`src/rtl/fit_pkg.sv`:
```
package fit_pkg;
  typedef enum logic [1:0] {
    DV_IDLE = 2'd0,
    DV_INT  = 2'd1,
    DV_FRAC = 2'd2
  } div_phase_e;
endpackage

```
`src/rtl/fit_free_counter.sv`:
```
module fit_free_counter #(
  parameter int CNT_W = 32
) (
  input  logic             clk,
  input  logic             rst,
  output logic [CNT_W-1:0] count
);
  always_ff @(posedge clk) begin
    if (rst) count <= '0;
    else     count <= count + 1'b1;
  end
endmodule

```
`src/rtl/fit_step_divider.sv`:
```
module fit_step_divider
  import fit_pkg::*;
#(
  parameter int CNT_W  = 32,
  parameter int FRAC_W = 32,
  parameter int MANT_W = 31,
  parameter int SH_W   = 5
) (
  input  logic              clk,
  input  logic              rst,
  input  logic              start,
  input  logic [MANT_W-1:0] num,
  input  logic [MANT_W-1:0] den,
  input  logic [SH_W-1:0]   shift,
  output logic              busy,
  output logic              done,
  output logic [CNT_W-1:0]  q_int,
  output logic [FRAC_W-1:0] q_frac
);
  localparam int RW    = MANT_W + 2;
  localparam int SHMAX = 1 << SH_W;
  localparam int BPMAX = (FRAC_W > SHMAX) ? FRAC_W : SHMAX;
  localparam int BP_W  = $clog2(BPMAX);

  div_phase_e      phase;
  logic [RW-1:0]   rem;
  logic [RW-1:0]   den_ext;
  logic [BP_W-1:0] bitpos;
  logic            take;
  logic [RW-1:0]   diff;

  assign take = (rem >= den_ext);
  assign diff = take ? (rem - den_ext) : rem;

  always_ff @(posedge clk) begin
    if (rst) begin
      phase   <= DV_IDLE;
      rem     <= '0;
      den_ext <= '0;
      bitpos  <= '0;
      busy    <= 1'b0;
      done    <= 1'b0;
      q_int   <= '0;
      q_frac  <= '0;
    end else begin
      done <= 1'b0;
      case (phase)
        DV_IDLE: begin
          if (start) begin
            rem     <= {2'b00, num};
            den_ext <= {2'b00, den};
            q_int   <= '0;
            q_frac  <= '0;
            bitpos  <= BP_W'(shift);
            busy    <= 1'b1;
            phase   <= DV_INT;
          end
        end
        DV_INT: begin
          if (take) q_int <= q_int | (CNT_W'(1) << bitpos);
          rem <= {diff[RW-2:0], 1'b0};
          if (bitpos == '0) begin
            bitpos <= BP_W'(FRAC_W - 1);
            phase  <= DV_FRAC;
          end else begin
            bitpos <= bitpos - 1'b1;
          end
        end
        DV_FRAC: begin
          if (take) q_frac <= q_frac | (FRAC_W'(1) << bitpos);
          rem <= {diff[RW-2:0], 1'b0};
          if (bitpos == '0) begin
            busy  <= 1'b0;
            done  <= 1'b1;
            phase <= DV_IDLE;
          end else begin
            bitpos <= bitpos - 1'b1;
          end
        end
        default: phase <= DV_IDLE;
      endcase
    end
  end
endmodule

```
`src/rtl/fit_compare_unit.sv`:
```
module fit_compare_unit #(
  parameter int CNT_W  = 32,
  parameter int FRAC_W = 32
) (
  input  logic              clk,
  input  logic              rst,
  input  logic              init,
  input  logic              ack,
  input  logic [CNT_W-1:0]  count,
  input  logic [CNT_W-1:0]  step_int,
  input  logic [FRAC_W-1:0] step_frac,
  output logic [CNT_W-1:0]  saved,
  output logic [FRAC_W-1:0] frac_acc,
  output logic              irq
);
  logic              armed;
  logic              hit;
  logic [FRAC_W:0]   frac_sum;

  assign hit      = armed & (count == saved);
  assign frac_sum = {1'b0, frac_acc} + {1'b0, step_frac};

  always_ff @(posedge clk) begin
    if (rst) begin
      saved    <= '0;
      frac_acc <= '0;
      armed    <= 1'b0;
      irq      <= 1'b0;
    end else if (init) begin
      saved    <= count + step_int;
      frac_acc <= step_frac;
      armed    <= 1'b1;
      irq      <= 1'b0;
    end else begin
      if (ack && irq) begin
        frac_acc <= frac_sum[FRAC_W-1:0];
        saved    <= saved + step_int + CNT_W'(frac_sum[FRAC_W]);
      end
      irq <= hit | (irq & ~ack);
    end
  end
endmodule

```
`src/rtl/fit_timer_top.sv`:
```
module fit_timer_top #(
  parameter int CNT_W  = 32,
  parameter int FRAC_W = 32,
  parameter int MANT_W = 31,
  parameter int SH_W   = 5
) (
  input  logic              clk,
  input  logic              rst,
  input  logic              step_int_we,
  input  logic              step_frac_we,
  input  logic [CNT_W-1:0]  step_wdata,
  input  logic              tmr_init,
  input  logic              irq_ack,
  input  logic              div_start,
  input  logic [MANT_W-1:0] div_num,
  input  logic [MANT_W-1:0] div_den,
  input  logic [SH_W-1:0]   div_shift,
  output logic              div_busy,
  output logic              div_done,
  output logic [CNT_W-1:0]  count_out,
  output logic              irq
);
  logic [CNT_W-1:0]  step_int;
  logic [FRAC_W-1:0] step_frac;
  logic [CNT_W-1:0]  q_int;
  logic [FRAC_W-1:0] q_frac;
  logic [CNT_W-1:0]  saved_w;
  logic [FRAC_W-1:0] frac_acc_w;

  fit_free_counter #(.CNT_W(CNT_W)) u_cnt (
    .clk(clk), .rst(rst), .count(count_out)
  );

  fit_step_divider #(
    .CNT_W(CNT_W), .FRAC_W(FRAC_W), .MANT_W(MANT_W), .SH_W(SH_W)
  ) u_div (
    .clk(clk), .rst(rst), .start(div_start), .num(div_num), .den(div_den),
    .shift(div_shift), .busy(div_busy), .done(div_done),
    .q_int(q_int), .q_frac(q_frac)
  );

  always_ff @(posedge clk) begin
    if (rst) begin
      step_int  <= '0;
      step_frac <= '0;
    end else begin
      if (step_int_we)   step_int  <= step_wdata;
      else if (div_done) step_int  <= q_int;
      if (step_frac_we)  step_frac <= FRAC_W'(step_wdata);
      else if (div_done) step_frac <= q_frac;
    end
  end

  fit_compare_unit #(.CNT_W(CNT_W), .FRAC_W(FRAC_W)) u_cmp (
    .clk(clk), .rst(rst), .init(tmr_init), .ack(irq_ack), .count(count_out),
    .step_int(step_int), .step_frac(step_frac), .saved(saved_w),
    .frac_acc(frac_acc_w), .irq(irq)
  );
endmodule

```
`config.mk`:
```
export PLATFORM = sky130hd
export DESIGN_NAME = fit_timer_top
export DESIGN_NICKNAME = d
export VERILOG_FILES = /design/src/rtl/fit_pkg.sv /design/src/rtl/fit_free_counter.sv /design/src/rtl/fit_step_divider.sv /design/src/rtl/fit_compare_unit.sv /design/src/rtl/fit_timer_top.sv
export SDC_FILE = /design/constraint.sdc
export NUM_CORES = 1
export LEC_CHECK = 0
export ABC_AREA = 1
export CAP_MARGIN = 20
export CORE_AREA = 2 2 212 214
export CTS_CLUSTER_DIAMETER = 60
export CTS_CLUSTER_SIZE = 28
export DETAILED_ROUTE_END_ITERATION = 6
export DIE_AREA = 0 0 214 216
export PLACE_DENSITY = 0.71
export SLEW_MARGIN = 40
export SYNTH_ARGS = -nofsm -noshare
export SYNTH_HDL_FRONTEND = slang
export SYNTH_SLANG_ARGS = --single-unit
```
`constraint.sdc`:
```
create_clock -name clk -period 8.7 [get_ports clk]
set_clock_uncertainty 0.05 [all_clocks]
set_input_delay 0.87 -clock clk [delete_from_list [all_inputs] [get_ports clk]]
set_output_delay 0.87 -clock clk [all_outputs]
set_load 0.05 [all_outputs]
```
* Word level (Yosys, flattened, before mapping)
Index checks and enable logic that the tools add are counted.
Word-level totals: flip-flop bits (word level) 299, output and inout bits 35, word-level logic and storage cells 88
Operators by class: $add $sub $neg 7, $lt $le $gt $ge 1, equality and inequality tests 9, shifts and indexed selects 1, multiplexer cells 28, bitwise logic cells 7, reduce and logical (&&, ||, !) cells 20
Operators by type and width (number):
- $mux W32 | 12
- $pmux W32 S2 | 2
- $pmux W33 S2 | 1
- $add A32 B32 Y32 | 2
- $or A32 B32 Y32 | 2
- $add A32 B32 Y33 | 1
- $ge A33 B31 Y1 | 1
- $mux W33 | 1
- $add A32 B1 Y32 | 1
- $add A32 B1 Y32 const B | 1
- $eq A32 B32 Y1 | 1
- $shl A1 B5 Y32 const A | 1
- $sub A32 B31 Y32 | 1
- $mux W5 | 3
- $pmux W5 S3 | 1
- $reduce_and A3 Y1 | 5
- $reduce_bool A2 Y1 | 6
- $ne A2 B1 Y1 const B | 4
- $mux W2 | 3
- $pmux W2 S3 | 1
- $reduce_or A2 Y1 | 3
- $logic_not A5 Y1 | 1
- $sub A5 B1 Y5 const B | 1
- $ne A2 B2 Y1 const B | 2
- other kinds (11) | 16

* Depth between registers and ports, before layout
Gate-level depths: netlist (run 1).
depth after elaboration 4, mapped depth 27, mapped depth without buffers 27

* Hierarchy
From an unflattened synthesis (run 1), not the netlist that was laid out.
Unflattened totals: cells, all modules 3920, area, all modules 23313.6 um2
Modules (own cells, without submodules):
- fit_compare_unit | times used 1, cells an instance 1810, area an instance 9903.2 um2
- fit_step_divider | times used 1, cells an instance 1342, area an instance 8494.4 um2
- fit_timer_top | times used 1, cells an instance 518, area an instance 3238.1 um2
- fit_free_counter | times used 1, cells an instance 250, area an instance 1677.9 um2

* Least setup slack after synthesis (run 1)
OpenSTA, ideal clock, no wires.
kind register -> register, start point register step_frac[0], end point register u_cmp.saved[20], library setup time 114 ps, arrival 3200 ps, data required time 8536 ps, path slack 5336 ps, cell stages (with the launch flop) 28, path buffers 0, clock period less this slack 3364 ps, cell sequence dfxtp_1 -> ha_1 -> fa_1 -> nand3_1 -> nand2_1 -> nand2_1 -> nand2_1 -> nand3_1 -> nand2_1 -> nand2_1 -> nand2_1 -> nand2_1 -> nand2_1 -> a21oi_1 -> fa_1 -> fa_1 -> inv_1 -> nand3_1 -> nand3_1 -> nand3_1 -> nand3_1 -> nand2_1 -> nand2_1 -> nand2_1 -> nand3_1 -> nand2_1 -> o21bai_1 -> inv_1
On the way: word-level cells in the longest chain between the ends 4
Ends and longest elaborated chain:
- start: declaration | RTL line fit_timer_top.sv:24 | logic [FRAC_W-1:0] step_frac;
- start signal: assignment | RTL line fit_timer_top.sv:49 | if (step_frac_we) step_frac <= FRAC_W'(step_wdata);
- start signal: assignment | RTL line fit_timer_top.sv:50 | else if (div_done) step_frac <= q_frac;
- $add A32 B32 Y33 | RTL line fit_compare_unit.sv:21 | assign frac_sum = {1'b0, frac_acc} + {1'b0, step_frac};
- $add A32 B1 Y32 | RTL line fit_compare_unit.sv:37 | saved <= saved + step_int + CNT_W'(frac_sum[FRAC_W]);
- $mux W32 | RTL line fit_compare_unit.sv:35 | if (ack && irq) begin
- $mux W32 | RTL line fit_compare_unit.sv:29 | end else if (init) begin
- end signal: assignment | RTL line fit_compare_unit.sv:30 | saved <= count + step_int;
- end signal: assignment | RTL line fit_compare_unit.sv:37
- end: declaration | RTL line fit_compare_unit.sv:12 | output logic [CNT_W-1:0] saved,
No other way between the ends. The select of a mux whose other input is x is not followed. A chain may end at the register's enable or synchronous reset.

* Final worst setup path (run 1)
Ends and elaborated chain as after synthesis.

==> results.json, run 1 <==
{
  "crit_path_end_kind": "flip-flop",
  "die_area_um2": 46200,
  "grt_overflow": 0,
  "clock_sinks": 299,
  "hold_class": "reg -> reg",
  "drt-vias-per-instance": 5.51,
  "grt_pass1_wl_um": 116000,
  "detail_route.first_pass.iterations": 6,
  "drc": 0,
  "cts_resized": 0,
  "io_pins": 141,
  "netlist.area_leader.share_pct": 27.5,
  "rsz0062_at_grt": "no",
  "synthCells": 3500,
  "irDropWorstVdd_mv": 0.160,
  "setup_viol_count_final": 0,
  "utilization_pct": 56.3,
  "cp_data_required_time_ns": 9.15,
  "core_area_um2": 43800,
  "finalHoldViolCount": 0,
  "min_period_over_period_pct": 48.3,
  "drt_iter0_markers": 2044,
  "worstSetupPathType": "reg -> reg",
  "synth_area_per_cell_um2": 6.21,
  "gp_congestion": 0.991,
  "die_h_um": 216,
  "p_per_area_nw_per_um2": 184,
  "crit_arrival_ns": 4.65,
  "slew_headroom_pct": 45.3,
  "cp-start-kind": "flip-flop",
  "worstPathMaxFanout": 4,
  "yosys.area.top_type": "dfxtp_1",
  "synth_ff_type": "dfxtp_1",
  "synth_area_um2": 21700,
  "synthArstFlopShare_pct": 0,
  "clk_latency_ns": 0.64,
  "period_minus_slack_ns": 4.20,
  "holdBufCountCts": 0,
  "report.final.slew_viol_count": 0,
  "wirelength_um": 73700,
  "ys_top_cells_by_area": "dfxtp_1, nand2_1, inv_1, ha_1, a21oi_1",
  "post_cts_buffers": 0,
  "numCtsBuffers": 31,
  "tns_ns": 0,
  "detailed_place_hpwl_um": 56100,
  "initial_core_util_pct": 49.6,
  "vias": 23100,
  "htreeDepth": 1,
  "synthToLayoutAreaGrowth_pct": 13.5,
  "drtAntennaViolNets": 0,
  "antenna_found_initial": 1,
  "rows": 77,
  "synth_cell_type_count": 42,
  "final_common_cell": "nand2_1",
  "io_buffer_count": 140,
  "syn_nets": 3744,
  "cts_buffer_depth": 3,
  "p_leak_uw": 0.0116,
  "synth_edf_count": 0,
  "grt.total_usage_pct": 31.3,
  "root_buffer": "clkbuf_16",
  "nets": 3814,
  "layout_common_cells": "nand2_1, inv_1, a21oi_1, dfxtp_1, nor2_1",
  "cts_tree": "done",
  "layout-drive-gt1-share_pct": 3.14,
  "worst_pin_slew_ns": 0.820,
  "yosysSeqAreaShare_pct": 27.5,
  "fmax_ghz": 0.238,
  "dp.cells": 4129,
  "yosys_warnings": 0,
  "die_x_um": 214,
  "wl_per_cell_um": 17.6,
  "grt_max_degree": 92,
  "maxCapViolCount": 0,
  "grt_pass1_vias": 21300,
  "status": "finished, final reports clean",
  "final_cell_count_no_fill": 4188,
  "ys_ff_latch": 299,
  "path_clk_slew_ns": 0.08
}
==> cell type report <==
cell class | count | area, µm²
Timing Repair Buffer | 161 | 1560
Clock inverter | 25 | 327
Antenna cell | 1 | 2.50
Clock buffer | 33 | 793
Fill cell | 4520 | 19200
Multi-Input combinational cell | 2509 | 13100
Tap cell | 592 | 741
Inverter | 568 | 2140
Sequential cell | 299 | 5990
==> through the flow <==
stage	instance area, µm²	worst slack [ns]	hold WS (ns)	total power [µW]
after floorplan	21700	5.34	0.384	2680
after detailed placement	23500	4.58	0.400	3090
final	24700	4.50	0.407	4550
after global routing	24700	4.07	0.427	4820
after global placement	23500	4.69	0.394	3080
after CTS	24700	4.53	0.411	4540
==> synthesized netlist by cell type (4+ instances only) <==
cell        n
o21a_1      9
a22o_1     14
o21ai_0   174
xnor2_1    23
fa_1        5
o221ai_1   65
o22ai_1     4
buf_2       8
buf_1       9
nand3b_1   42
dfxtp_1   299
nand4_1    36
or2_2      10
a31oi_1    83
o211ai_1    7
a21o_1      4
nor2_1    257
nor3b_1     8
nor4_1     14
nand3_1   230
nor3_1     37
o21bai_1   18
inv_2       4
a21oi_1   330
xor2_1     35
nand2_1   948
buf_6       6
inv_1     561
ha_1      133
and2_1      4
clkbuf_1  101
==> worst max-delay path, stage by stage (launching register included) <==
cell and delay [ns]:
dfxtp_1 0.36, ha_1 0.20, fa_1 0.27, nand3_1 0.10, nand2_1 0.17, nand2_1 0.07, nand2_1 0.13, nand3_1 0.08
nand2_1 0.14, nand2_1 0.08, nand2_1 0.09, nand2_1 0.08, nand2_1 0.08, a21oi_1 0.15, fa_1 0.45, fa_1 0.42
inv_1 0.11, nand3_1 0.07, nand3_1 0.14, nand3_1 0.09, nand3_1 0.22, nand2_1 0.10, nand2_1 0.07, nand2_1 0.04
nand3_1 0.06, nand2_1 0.06, o21bai_1 0.11, inv_1 0.05
==> sequential cells by signal (all words and copies together), names as in the netlist, 2 cells and up <==
register,count
u_div.den_ext,31
u_cmp.frac_acc,32
u_div.q_int,32
step_frac,32
u_cnt.count,32
u_div.phase,2
u_div.q_frac,32
u_cmp.saved,32
u_div.rem,33
u_div.bitpos,5
step_int,32
==> worst paths after layout <==
| check | start | end | slack [ns] | cells past startpoint |
|---|---|---|---|---|
| worst max-delay path | step_frac[0] | u_cmp.saved[20] | 4.50 | 27 |
| worst min-delay path | u_div.q_int[5] | u_div.q_int[5] | 0.41 | 2 |
| worst max register to register | step_frac[0] | u_cmp.saved[20] | 4.50 | 27 |
| worst min register to register | u_div.q_int[5] | u_div.q_int[5] | 0.41 | 2 |
==> cell families after synthesis <==
| group | after synthesis | share of synthesized area (%) |
|---|---|---|
| fa+ha+maj | 138 | 8.12 |
| flops | 299 | 27.5 |
| buf+inv | 692 | 12.2 |
| simple gates | 1596 | 30.9 |
| xor+xnor | 58 | 2.34 |
| compound gates | 717 | 18.9 |
==> power by group <==
group          leakage, µW  switching [µW]  total (µW)  internal, µW
clock network     0.000536             712        1450           743
registers          0.00245            93.0        1560          1460
logic              0.00858            1010        1540           526
==> metal layers <==
layer / vias to the layer above / global-route usage, % / part of all wire (%)
met2: 772 / 50.4 / 44
met5: - / 0 / 0
met3: 139 / 3.17 / 6.1
li1: 11600 / - / -
met4: 0 / 12.6 / 4.4
met1: 10600 / 42.8 / 45
Power figures use the tool's default switching activity.
==> run 2, diff against run 1 <==
==> constraint.sdc (replaced) <==
create_clock -name clk -period 3.9 [get_ports clk]
set_clock_uncertainty 0.05 [all_clocks]
set_input_delay 0.39 -clock clk [delete_from_list [all_inputs] [get_ports clk]]
set_output_delay 0.39 -clock clk [all_outputs]
set_load 0.05 [all_outputs]
==> results.json, run 2 (synthesis gave the netlist of run 1 again) <==
{
  "status": "finished, final reports clean",
  "nets": 3852,
  "crit_arrival_ns": 4.04,
  "wl_per_cell_um": 17.6,
  "irDropWorstVdd_mv": 0.357,
  "drt_iter0_markers": 2005,
  "grt_max_degree": 83,
  "io_pins": 141,
  "p_per_area_nw_per_um2": 414,
  "tns_ns": 0,
  "wirelength_um": 74500,
  "min_period_over_period_pct": 93.5,
  "totalPowerFinal_uw": 10500,
  "hold_class": "in -> reg",
  "core_area_um2": 43800,
  "worst_pin_slew_ns": 0.746,
  "clk_latency_ns": 0.60,
  "grt_pass1_wl_um": 118000,
  "drtAntennaViolNets": 0,
  "report.final.slew_viol_count": 0,
  "initial_core_util_pct": 49.6,
  "fin_area_um2": 25300,
  "cp-start-kind": "flip-flop",
  "antenna_found_initial": 1,
  "worstSetupPathType": "reg -> reg",
  "drt-vias-per-instance": 5.51,
  "routed.top_layer": "met4",
  "grt_pass1_vias": 22000,
  "final_cell_count_no_fill": 4226,
  "place_area_um2": 23800,
  "met2WireLength_um": 32400,
  "p_leak_uw": 0.0118,
  "gp_congestion": 0.996,
  "detail_route.first_pass.iterations": 5,
  "die_area_um2": 46200,
  "grt_overflow": 0,
  "fmax_ghz": 0.274,
  "numCtsBuffers": 34,
  "m1WireLength_um": 32900,
  "path_clk_slew_ns": 0.08,
  "layout-drive-gt1-share_pct": 5.42,
  "io_buffer_count": 140,
  "crit_path_end_kind": "flip-flop",
  "setup_viol_count_final": 0,
  "cp_data_required_time_ns": 4.30,
  "cts_buffer_depth": 3,
  "htreeDepth": 2,
  "holdBufCountCts": 0,
  "die_x_um": 214,
  "largest_reg_flops": 33,
  "clock_sinks": 299,
  "slew_headroom_pct": 50.2,
  "cts_tree": "done",
  "die_h_um": 216,
  "maxCapViolCount": 0,
  "synthToLayoutAreaGrowth_pct": 16.3,
  "met3_length_um": 5390,
  "worstPathMaxFanout": 5,
  "period_minus_slack_ns": 3.64,
  "rows": 77,
  "layout_common_cells": "nand2_1, inv_1, a21oi_1, dfxtp_1, nor2_1",
  "grt.total_usage_pct": 31.9,
  "finalHoldViolCount": 0,
  "final_common_cell": "nand2_1",
  "vias": 23300,
  "largest_register": "u_div.rem",
  "detailed_place_hpwl_um": 57000,
  "drc": 0,
  "dp.cells": 4164,
  "root_buffer": "clkbuf_16"
}
## run 2: changes by cell type in the layout (fill, tap and decap cells not counted), sizes merged
cell	before	now
bufinv	1	2
inv	576	580
clkinvlp	2	0
clkbuf	33	36
clkinv	14	11
buf	23	58
## run 2: layout make-up
cell class / instances / area [µm²]
Fill cell: 4449 / 18600
Multi-Input combinational cell: 2509 / 13400
Sequential cell: 299 / 5990
Inverter: 568 / 2130
Timing Repair Buffer: 196 / 1840
Clock buffer: 36 / 878
Tap cell: 592 / 741
Clock inverter: 25 / 333
Antenna cell: 1 / 2.50
## run 2: repair_timing
item / in CTS / in global routing
resized for setup: 5 / 52
endpoints found under the hold margin: 0 / 0
endpoints found under the setup margin: 5 / 25
pin swaps: 0 / 11
buffers inserted: 0 / 1
## run 2: power breakdown
group | switching, µW | total (µW) | internal [µW] | leakage, µW
Combinational | 2260 | 3490 | 1220 | 0.00876
Sequential | 206 | 3470 | 3270 | 0.00246
Clock | 1610 | 3490 | 1890 | 0.000593
## run 2: layer usage
metal	up-vias	track usage, %
met5	-	0
met4	0	15.3
met3	179	4.21
met2	848	51.3
met1	10600	42.3
li1	11700	-
## run 2: worst max-delay path: stages, from the launching register on
cell and delay (ns):
dfxtp_1 0.34, ha_1 0.38, nand2_1 0.12, nor2_2 0.18
nand2_1 0.07, nor2_1 0.10, nand2_1 0.07, nand2_1 0.07
nand2_1 0.07, nand2_2 0.13, a21oi_4 0.09, fa_2 0.43
fa_2 0.42, inv_2 0.07, buf_4 0.10, nand2_1 0.05
nand2_2 0.08, buf_6 0.09, nand2_1 0.05, nand2_2 0.09
nand2_1 0.07, nand2_1 0.08, nand2_1 0.05, nand3_1 0.07
nand3_1 0.08, nand2_1 0.07, inv_1 0.03
## run 2: final timing paths
| path | startpoint | endpoint | slack (ns) | cells past startpoint |
|---|---|---|---|---|
| worst min-delay path | rst | u_cmp.armed | 0.31 | 2 |
| worst max-delay path | step_frac[15] | u_cmp.saved[26] | 0.26 | 26 |
| worst max register to register | step_frac[15] | u_cmp.saved[26] | 0.26 | 26 |
| worst min register to register | u_div.q_int[10] | u_div.q_int[10] | 0.41 | 2 |
## run 2: stage by stage
stage / hold slack (ns) / setup WS [ns] / utilization (%)
finish: 0.313 / 0.255 / 57.7
global placement: 0.394 / 0.0941 / 54.3
global route: 0.334 / -0.0215 / 57.7
floorplan: 0.384 / 0.536 / -
CTS: 0.301 / 0.0414 / 57.1
detailed placement: 0.402 / 0.0173 / 54.3
